===== src/rtl/sar_pkg.sv =====
package sar_pkg;
   typedef enum logic [1:0] {
      SW_CM   = 2'b00,
      SW_UP   = 2'b01,
      SW_LOW  = 2'b10,
      SW_BAD  = 2'b11
   } sw_code_e;

   typedef enum logic [1:0] {
      ST_IDLE   = 2'b00,
      ST_SETTLE = 2'b01,
      ST_CMP    = 2'b10
   } sar_state_e;
endpackage


===== src/rtl/sar_step_timer.sv =====
module sar_step_timer #(
   parameter int SW  = 3,
   parameter int TMO = 16
) (
   input  logic          clk,
   input  logic          rst_n,
   input  logic          load_i,
   input  logic [SW-1:0] len_i,
   input  logic          settle_en_i,
   input  logic          cmp_en_i,
   output logic          settle_done_o,
   output logic          timeout_o
);
   localparam int TW = $clog2(TMO > 1 ? TMO : 2);

   logic [SW-1:0] scnt;

   always_ff @(posedge clk or negedge rst_n) begin
      if (!rst_n)              scnt <= '0;
      else if (load_i)         scnt <= len_i;
      else if (settle_en_i && scnt != '0) scnt <= scnt - 1'b1;
   end

   assign settle_done_o = settle_en_i && (scnt == '0);

   generate
      if (TMO > 0) begin : g_tmo
         logic [TW-1:0] tcnt;
         always_ff @(posedge clk or negedge rst_n) begin
            if (!rst_n)          tcnt <= '0;
            else if (!cmp_en_i)  tcnt <= '0;
            else if (tcnt != TW'(TMO - 1)) tcnt <= tcnt + 1'b1;
         end
         assign timeout_o = cmp_en_i && (tcnt == TW'(TMO - 1));

         assert_tmo_bound_R9: assert property (@(posedge clk) disable iff (!rst_n)
            cmp_en_i && !timeout_o |=> tcnt != '0 || !cmp_en_i);
      end else begin : g_no_tmo
         assign timeout_o = 1'b0;
      end
   endgenerate
endmodule


===== src/rtl/sar_cap_cell.sv =====
module sar_cap_cell
   import sar_pkg::*;
(
   input  logic       clk,
   input  logic       rst_n,
   input  logic       clear_i,
   input  logic       set_i,
   input  logic       dec_i,
   output logic [1:0] p_o,
   output logic [1:0] n_o
);
   sw_code_e p_q, n_q;

   always_ff @(posedge clk or negedge rst_n) begin
      if (!rst_n) begin
         p_q <= SW_CM;
         n_q <= SW_CM;
      end else if (clear_i) begin
         p_q <= SW_CM;
         n_q <= SW_CM;
      end else if (set_i) begin
         p_q <= dec_i ? SW_LOW : SW_UP;
         n_q <= dec_i ? SW_UP  : SW_LOW;
      end
   end

   assign p_o = p_q;
   assign n_o = n_q;

   assert_no_bad_code_R5: assert property (@(posedge clk) disable iff (!rst_n)
      p_q != SW_BAD && n_q != SW_BAD);
   assert_hold_switched_R5: assert property (@(posedge clk) disable iff (!rst_n)
      (p_q != SW_CM) && !clear_i |=> $stable(p_q) && $stable(n_q));
   assert_pair_opposite_R4: assert property (@(posedge clk) disable iff (!rst_n)
      (p_q == SW_CM) == (n_q == SW_CM) && (p_q == SW_CM || p_q != n_q));
endmodule


===== src/rtl/sar_switch_ctrl.sv =====
module sar_switch_ctrl
   import sar_pkg::*;
#(
   parameter int NBITS    = 10,
   parameter int TMO      = 16,
   parameter int DLY_HI   = 4,
   parameter int DLY_MID  = 2,
   parameter int DLY_LO   = 1,
   parameter int HI_FROM  = 6,
   parameter int MID_FROM = 3
) (
   input  logic                 clk,
   input  logic                 rst_n,
   input  logic                 sample_i,
   input  logic                 cmp_rdy_i,
   input  logic                 cmp_dec_i,
   output logic                 cmp_req_o,
   output logic [2*NBITS-3:0]   swp_o,
   output logic [2*NBITS-3:0]   swn_o,
   output logic [NBITS-1:0]     result_o,
   output logic                 done_o
);
   localparam int NC = NBITS - 1;
   localparam int IW = $clog2(NBITS);
   localparam int SW = $clog2(DLY_HI + 1);

   generate
      if (NBITS < 2)                 begin : g_chk_n   $error("NBITS must be at least 2"); end
      if (DLY_LO < 1)                begin : g_chk_d   $error("settling delays must be at least 1"); end
      if (DLY_HI < DLY_MID || DLY_MID < DLY_LO) begin : g_chk_o $error("settling delays must not grow toward the LSB"); end
      if (TMO == 1)                  begin : g_chk_t   $error("TMO must be 0 or at least 2"); end
   endgenerate

   function automatic int dly_of(input int idx);
      if (idx >= HI_FROM)       return DLY_HI;
      else if (idx >= MID_FROM) return DLY_MID;
      else                      return DLY_LO;
   endfunction

   sar_state_e       state;
   logic [IW-1:0]    bidx;
   logic [IW-1:0]    nxt_idx;
   logic [SW-1:0]    len;
   logic             settle_done, timeout, accept, dec, load;

   assign accept  = (state == ST_CMP) && (cmp_rdy_i || timeout) && !sample_i;
   assign dec     = cmp_rdy_i && cmp_dec_i;
   assign nxt_idx = sample_i ? IW'(NBITS - 1) : bidx - 1'b1;
   assign len     = SW'(dly_of(int'(nxt_idx)) - 1);
   assign load    = sample_i || (accept && bidx != '0);

   sar_step_timer #(.SW(SW), .TMO(TMO)) u_timer (
      .clk           (clk),
      .rst_n         (rst_n),
      .load_i        (load),
      .len_i         (len),
      .settle_en_i   (state == ST_SETTLE),
      .cmp_en_i      (state == ST_CMP),
      .settle_done_o (settle_done),
      .timeout_o     (timeout)
   );

   always_ff @(posedge clk or negedge rst_n) begin
      if (!rst_n) begin
         state    <= ST_IDLE;
         bidx     <= '0;
         result_o <= '0;
         done_o   <= 1'b0;
      end else begin
         done_o <= 1'b0;
         if (sample_i) begin
            state    <= ST_SETTLE;
            bidx     <= IW'(NBITS - 1);
            result_o <= '0;
         end else begin
            case (state)
               ST_SETTLE: if (settle_done) state <= ST_CMP;
               ST_CMP: if (accept) begin
                  result_o[bidx] <= dec;
                  if (bidx == '0) begin
                     state  <= ST_IDLE;
                     done_o <= 1'b1;
                  end else begin
                     state <= ST_SETTLE;
                     bidx  <= bidx - 1'b1;
                  end
               end
               default: state <= ST_IDLE;
            endcase
         end
      end
   end

   assign cmp_req_o = (state == ST_CMP);

   genvar gi;
   generate
      for (gi = 0; gi < NC; gi++) begin : g_cap
         sar_cap_cell u_cell (
            .clk     (clk),
            .rst_n   (rst_n),
            .clear_i (sample_i),
            .set_i   (accept && (bidx == IW'(gi + 1))),
            .dec_i   (dec),
            .p_o     (swp_o[2*gi+1:2*gi]),
            .n_o     (swn_o[2*gi+1:2*gi])
         );
      end
   endgenerate

   assert_done_single_R10: assert property (@(posedge clk) disable iff (!rst_n)
      done_o |=> !done_o);
   assert_req_held_R8: assert property (@(posedge clk) disable iff (!rst_n)
      cmp_req_o && !cmp_rdy_i && !timeout && !sample_i |=> cmp_req_o);
   assert_result_hold_R10: assert property (@(posedge clk) disable iff (!rst_n)
      (state == ST_IDLE) && !sample_i |=> $stable(result_o));
   assert_first_cmp_clean_R3: assert property (@(posedge clk) disable iff (!rst_n)
      cmp_req_o && bidx == IW'(NBITS - 1) |-> swp_o == '0 && swn_o == '0);
endmodule


===== config.mk =====
export PLATFORM = sky130hd
export DESIGN_NAME = sar_switch_ctrl
export DESIGN_NICKNAME = d
export VERILOG_FILES = /design/src/rtl/sar_pkg.sv /design/src/rtl/sar_step_timer.sv /design/src/rtl/sar_cap_cell.sv /design/src/rtl/sar_switch_ctrl.sv
export SDC_FILE = /design/constraint.sdc
export NUM_CORES = 1
export LEC_CHECK = 0
export ABC_AREA = 1
export BUFFER_PORTS_ARGS = -buffer_cell sky130_fd_sc_hd__buf_2
export CAP_MARGIN = 20
export CORE_MARGIN = 2
export CORE_UTILIZATION = 53
export CTS_BUF_LIST = sky130_fd_sc_hd__clkbuf_8
export CTS_CLUSTER_DIAMETER = 150
export DETAILED_ROUTE_END_ITERATION = 16
export GPL_TIMING_DRIVEN = 0
export PLACE_DENSITY_LB_ADDON = 0.2
export SLEW_MARGIN = 40
export SYNTH_ARGS = -nofsm -noshare
export SYNTH_HDL_FRONTEND = slang
export SYNTH_SLANG_ARGS = --single-unit

===== constraint.sdc =====
create_clock -name clk -period 2.5 [get_ports clk]
set_input_delay 0.5 -clock clk [delete_from_list [all_inputs] [get_ports clk]]
set_output_delay 0.5 -clock clk [all_outputs]
set_load 0.005 [all_outputs]

==> Word level (Yosys, flattened, before mapping) <==
Cells that the tools add are included.
{ "word_totals": {"reg_bits": 60, "latchBits": 0, "ramBits": 0, "romBits": 0, "inputBits": 5, "output_inout_bits": 48, "word_cells": 152, "memories": 0} }
{ "op_classes": {"addsub": 4, "mul": 0, "n_div": 0, "n_lt_le_gt_ge": 4, "n_eq_ne": 17, "shifts": 0, "muxes": 64, "n_bitwise": 0, "reduce_logical": 39} }
{ "ops": {"columns": ["op", "n"], "rows": [
  ["2-bit two-way mux", 42],
  ["10-bit two-way mux", 3],
  ["4-bit two-way mux", 7],
  ["2-bit nonzero test", 12],
  ["1-bit logical AND", 17],
  ["4-bit by 3-bit == test with 1-bit output, second input constant", 4],
  ["4-bit == test, second input constant", 3],
  ["10-bit bitwise mux", 1],
  ["3-bit two-way mux", 3],
  ["4-bit by 2-bit == test with 1-bit output, second input constant", 2],
  ["1-bit two-way mux", 6],
  ["3-bit inequality test, second input constant", 2],
  ["4-bit by 5-bit < comparator with 1-bit output, second input constant", 1],
  ["4-bit by 1-bit adder with 4-bit output, second input constant", 1],
  ["1-bit demux with 4-bit select", 1],
  ["4-bit by 1-bit == test with 1-bit output, second input constant", 1],
  ["4-bit by 1-bit greater-or-equal comparator with 1-bit output, second input constant", 1],
  ["4-bit by 2-bit greater-or-equal comparator with 1-bit output, second input constant", 1],
  ["4-bit by 3-bit greater-or-equal comparator with 1-bit output, second input constant", 1],
  ["4-bit logical NOT", 1],
  ["2-bit inequality test, second input constant", 2],
  ["4-bit inequality test, second input constant", 1],
  ["2-bit case mux with 2 select lines", 1],
  ["2-bit AND reduction", 2],
  ["other kinds (11)", 12]
]} }

==> Logic depth before layout (Yosys ltp) <==
{ "depth": {"depth_word": 8, "ltp_mapped": 13, "ltp_nobuf": 13} }

==> By module <==
Synthesis repeated with hierarchy kept, for this count alone.
{ "unflattened": {"hier_cells": 314, "area_unflattened_um2": 2407.3} }
{ "by_module_without_submodules": {"columns": ["module", "instances", "cells_each", "area_per_inst_um2", "seq_area_each_um2"], "rows": [
  ["sar_switch_ctrl", 1, 143, 1088.5, 425.4],
  ["sar_cap_cell", 9, 13, 100.1, 50.0],
  ["sar_step_timer", 1, 54, 417.9, 175.2]
]} }

==> Least setup slack after synthesis <==
No wires, ideal clock.
{ "synth_path": {"path_kind": "register to register", "from": "register bidx[0]", "to": "register u_timer.scnt[2]", "setup_time_ps": 117, "arrival_time_ps": 1680, "required_time_ps": 2383, "setup_slack_ps": 704, "path_stages_with_launch": 12, "n_path_buf": 0, "period_less_slack_ps": 1796, "path_cell_list": "dfrtp_1 -> inv_1 -> ha_1 -> nand2_1 -> nand3_1 -> o21ai_0 -> or2_2 -> ha_1 -> nand3_1 -> nand2_1 -> nor2_1 -> nor2_1"} }
{ "synth_between": {"elab_chain_len": 7, "elab_cells_between_ends": 12, "classes_between": "add/sub (2); order compare (2); mux (4); reduce/logical (4)"} }
{ "synth_lines": {"columns": ["item", "line", "text"], "rows": [
  ["from (decl)", "sar_switch_ctrl.sv:41", "logic [IW-1:0] bidx;"],
  ["from (signal assigned)", "sar_switch_ctrl.sv:73", "bidx <= IW'(NBITS - 1);"],
  ["from (signal assigned)", "sar_switch_ctrl.sv:85", "bidx <= bidx - 1'b1;"],
  ["4-bit by 1-bit subtractor with 4-bit output", "sar_switch_ctrl.sv:48", "assign nxt_idx = sample_i ? IW'(NBITS - 1) : bidx - 1'b1;"],
  ["4-bit two-way mux", "sar_switch_ctrl.sv:48", null],
  ["4-bit by 2-bit greater-or-equal comparator with 1-bit output", "sar_switch_ctrl.sv:36", "else if (idx >= MID_FROM) return DLY_MID;"],
  ["2-bit two-way mux", "sar_switch_ctrl.sv:36", null],
  ["3-bit two-way mux", "sar_switch_ctrl.sv:35", "if (idx >= HI_FROM) return DLY_HI;"],
  ["3-bit by 2-bit subtractor with 3-bit output", "sar_switch_ctrl.sv:49", "assign len = SW'(dly_of(int'(nxt_idx)) - 1);"],
  ["3-bit two-way mux", "sar_step_timer.sv:20", "else if (load_i) scnt <= len_i;"],
  ["to (signal assigned)", "sar_step_timer.sv:20", null],
  ["to (signal assigned)", "sar_step_timer.sv:21", "else if (settle_en_i && scnt != '0) scnt <= scnt - 1'b1;"],
  ["to (decl)", "sar_step_timer.sv:16", "logic [SW-1:0] scnt;"]
]} }
Several ways; a longest one is shown, not always the timed one.
A chain may end at the register's enable or synchronous reset.

==> Worst setup path in the final report <==
Ends and elaborated chain as after synthesis.

==> impl_results.md <==
- Syn Std Cell Area: 2220 sq um
- CTS tree: built
- Critical Path Max Stage Delay: 0.41 ns
- Crit. End Element: register
- Post-layout min period: 2.00 ns
- Fin crit share: 80.2%
- Worst path cell trace: inv_1 -> ha_1 -> nand2_1 -> nand3_1 -> o21ai_0 -> or2_2 -> ha_1 -> nand3_1 -> nand2_1 -> nor2_1 -> nor2_1
- Multi-input logic area: 833 sq um
- Share of the synthesized area in the top cell type: 47.4%
- Reg area: 1050 sq um
- Adder-cell share of the synthesized area: 5.08%
- Combinational share of power: 27.7%
- Core Area: 4000 sq um
- Final Max Slew Viols: 0
- Seq pwr share: 43.5%
- Global route overflow: 0
- Global Route Usage Sum: 20.0%
- Initial core utilization: 55.4%
- CP Depth: 11
- Drt via density: 4.91
- CTS root buf: clkbuf_8
- Final Util: 66.2%
- Clock Power Share: 28.8%
- Cells after Synth: 255
- Switch share: 32.6%
- Top cells by count, synth: nand2_1 (43), dfrtp_1 (42), inv_1 (42), o21ai_0 (34), buf_4 (19)
- WP buf/inv: 1
- Area Growth Syn to Fin: 19.5%
- Postcts setup bufs: 0
- Vias: 1783
- Relative slew slack: 53.8%
- Most area-consuming cells after synthesis: dfrtp_1 (47%), o21ai_0 (7.7%), nand2_1 (7.3%), inv_1 (7.1%), buf_4 (6.4%)
- Routability cong.: 0.798
- Critical path type: reg2reg
- Status: finished, final reports clean
- Final Instance Area: 2650 sq um
- Worst Setup Start Kind: register
- CP top delay family: simple AND/OR/NAND/NOR gates
- Die width: 68.7 um
- Mapped Nets: 269
- Post-DP HPWL: 3100 um
- Critical path arrival: 2.19 ns
- First-pass GRT wire length: 6970 um
- Number of synthesized flops with an enable pin: 0
- Syn Area/Cell: 8.69 sq um
- Reg2Reg Setup Slack: 0.50 ns
- Final TNS setup: 0 ns
- Clock sinks: 42
- Capture point of the worst reg-to-reg path: u_timer.scnt[2]$_DFFE_PN0P_
- Wirelength, routed: 4120 um
- Share of layout cells above drive strength 1: 32.6%
- HP Class: in2async
- Fillers: 348
- Clock Latency Late Sink: 0.29 ns
- Vias in the first global route: 1575
- Layout Skew: 0.00772 ns
- Ant. Diodes: 0
- Drt drc: 0
- Post-Place Cell Area: 2540 sq um
- Complex-gate fraction of the synthesized area: 13.7%
- Max-cap violations: 0
- Actual slew at the worst max-slew pin: 0.690 ns
- Initial DRT Pass Iterations: 4
- PostCTS Resize Cnt: 0
- Synth async-reset ratio: 100%
- H-tree Lvls: 2
- R2r worst-path depth: 11
- Hold_buf cts: 0
- TritonCTS Buffers: 5
- Fmax: 499 MHz
- Ports: 53
- Crit-path max FO: 8
- Peak supply drop: 421 uV
- Post-synthesis simple-gate area fraction: 18.0%
- Post-synthesis sequential area ratio: 47.4%
- Initial antenna violation count: 0
- Largest net degree at the start of global routing: 43
- Layout Nets: 327
- Setup violators final: 0
- Top-count cell post-synth: nand2_1
- Pint: 1260 uW
- Post-synth cell types: 28
- Port Buffers: 51
- XOR/XNOR share of the synthesized area: 0.791%
- Reg2Reg Launch Point: bidx[0]$_DFFE_PN0P_
- Post-route ant nets: 0
- Ys flop type: dfrtp_1
- Largest family of logic cells by synthesized area: simple AND/OR/NAND/NOR gates
- Static Leak: 0.00146 uW
- #FFs+latches synth: 42
- Drt wl/cell: 11.3 um
- RSZ-0062 raised after global routing: false
- Req. time, crit path: 2.68 ns
- PD cells: 707 nW/um^2
- Multiplexer area fraction after synthesis: 0%
- CP max-delay cell: dfrtp_1
- Floorplan row count: 23
- Die height: 68.7 um
- Leading area contributor after synthesis: dfrtp_1
- YS warnings: 0
- CTS clk-pin slew, worst paths: 0.08 ns
- Die area: 4710 sq um
- Clock buffer depth: 2
- Iter 0 DRT Violations: 114
- Net switching power: 609 uW
- Endpoints failing hold: 0
final cells by class:
cell class / count / area share (%)
multi-input cells: 147 / 31.5
inverters: 46 / 6.71
plain buffers: 20 / 5.81
well taps: 50 / 2.36
clock inverters: 1 / 1.13
clock buffers: 6 / 3.12
repair buffers: 51 / 9.73
flip-flops and latches: 42 / 39.7
power by group through the flow:
stage / clock [uW] / sequential [uW] / combinational (uW)
2_1_floorplan: 0 / 819 / 402
3_5_place_dp: 0 / 828 / 521
5_1_grt: 578 / 827 / 608
4_1_cts: 548 / 815 / 526
3_3_place_gp: 0 / 827 / 503
6_report: 539 / 815 / 519
registers in the layout, indices dropped and copies added, names as in the netlist:
signal	flops
g_cap.u_cell.n_o	9
state	2
u_timer.scnt	3
done_o	1
result_o	10
u_timer.g_tmo.tcnt	4
bidx	4
g_cap.u_cell.p_o	9
how the worst max path moves through the flow:
| stage | start | endpoint | slack [ns] |
|---|---|---|---|
| 6_report | bidx[0]$_DFFE_PN0P_ | u_timer.scnt[2]$_DFFE_PN0P_ | 0.50 |
| 5_1_grt | bidx[0]$_DFFE_PN0P_ | u_timer.scnt[2]$_DFFE_PN0P_ | 0.36 |
| 4_1_cts | bidx[0]$_DFFE_PN0P_ | u_timer.scnt[2]$_DFFE_PN0P_ | 0.51 |
| 3_5_place_dp | bidx[0]$_DFFE_PN0P_ | u_timer.scnt[2]$_DFFE_PN0P_ | 0.52 |
| 3_3_place_gp | bidx[0]$_DFFE_PN0P_ | u_timer.scnt[2]$_DFFE_PN0P_ | 0.54 |
| 2_1_floorplan | bidx[0]$_DFFE_PN0P_ | u_timer.scnt[2]$_DFFE_PN0P_ | 0.70 |
per-stage QoR:
| step | worst slack (ns) | cells | power, uW | hold slack, ns |
|---|---|---|---|---|
| final | 0.496 | 363 | 1870 | 0.184 |
| after global routing | 0.359 | 363 | 2010 | 0.214 |
| after CTS | 0.507 | 363 | 1890 | 0.200 |
| after detailed placement | 0.519 | 356 | 1350 | 0.457 |
| after global placement | 0.543 | 356 | 1330 | 0.456 |
| after floorplan | 0.704 | 255 | 1220 | 0.204 |
cell families (layout without fill, tap and decap cells):
group                      Yosys count  after routing
AOI/OAI and AO/OA                   51             51
xor gates and xnor gates             2              2
adders and majority gates            9              9
buffers and inverters               66            124
DFF                                 42             42
and+or+nand+nor                     85             85
cells in the final DEF (no fill, tap or decap), types with 3 or more instances in the layout:
master,netlist,layout
nand2_4,3,3
o21ai_2,4,4
a21oi_1,4,4
buf_2,0,50
nand2_1,43,43
clkbuf_8,0,6
buf_4,19,20
inv_2,3,3
nand4_1,6,6
dfrtp_1,42,42
o21ai_0,34,34
nor2_1,16,16
nand3_1,6,6
o21ai_1,3,3
nor2_2,3,3
inv_1,42,42
nand2_2,4,4
ha_1,9,9
metal layers:
layer | wire length, um | GRT usage (%)
met4 | 25 | 6.50
met5 | 0 | 0
met3 | 198 | 5.03
met1 | 1870 | 25.7
met2 | 2030 | 32.9
No activity file was read; power rests on OpenSTA's default activity.
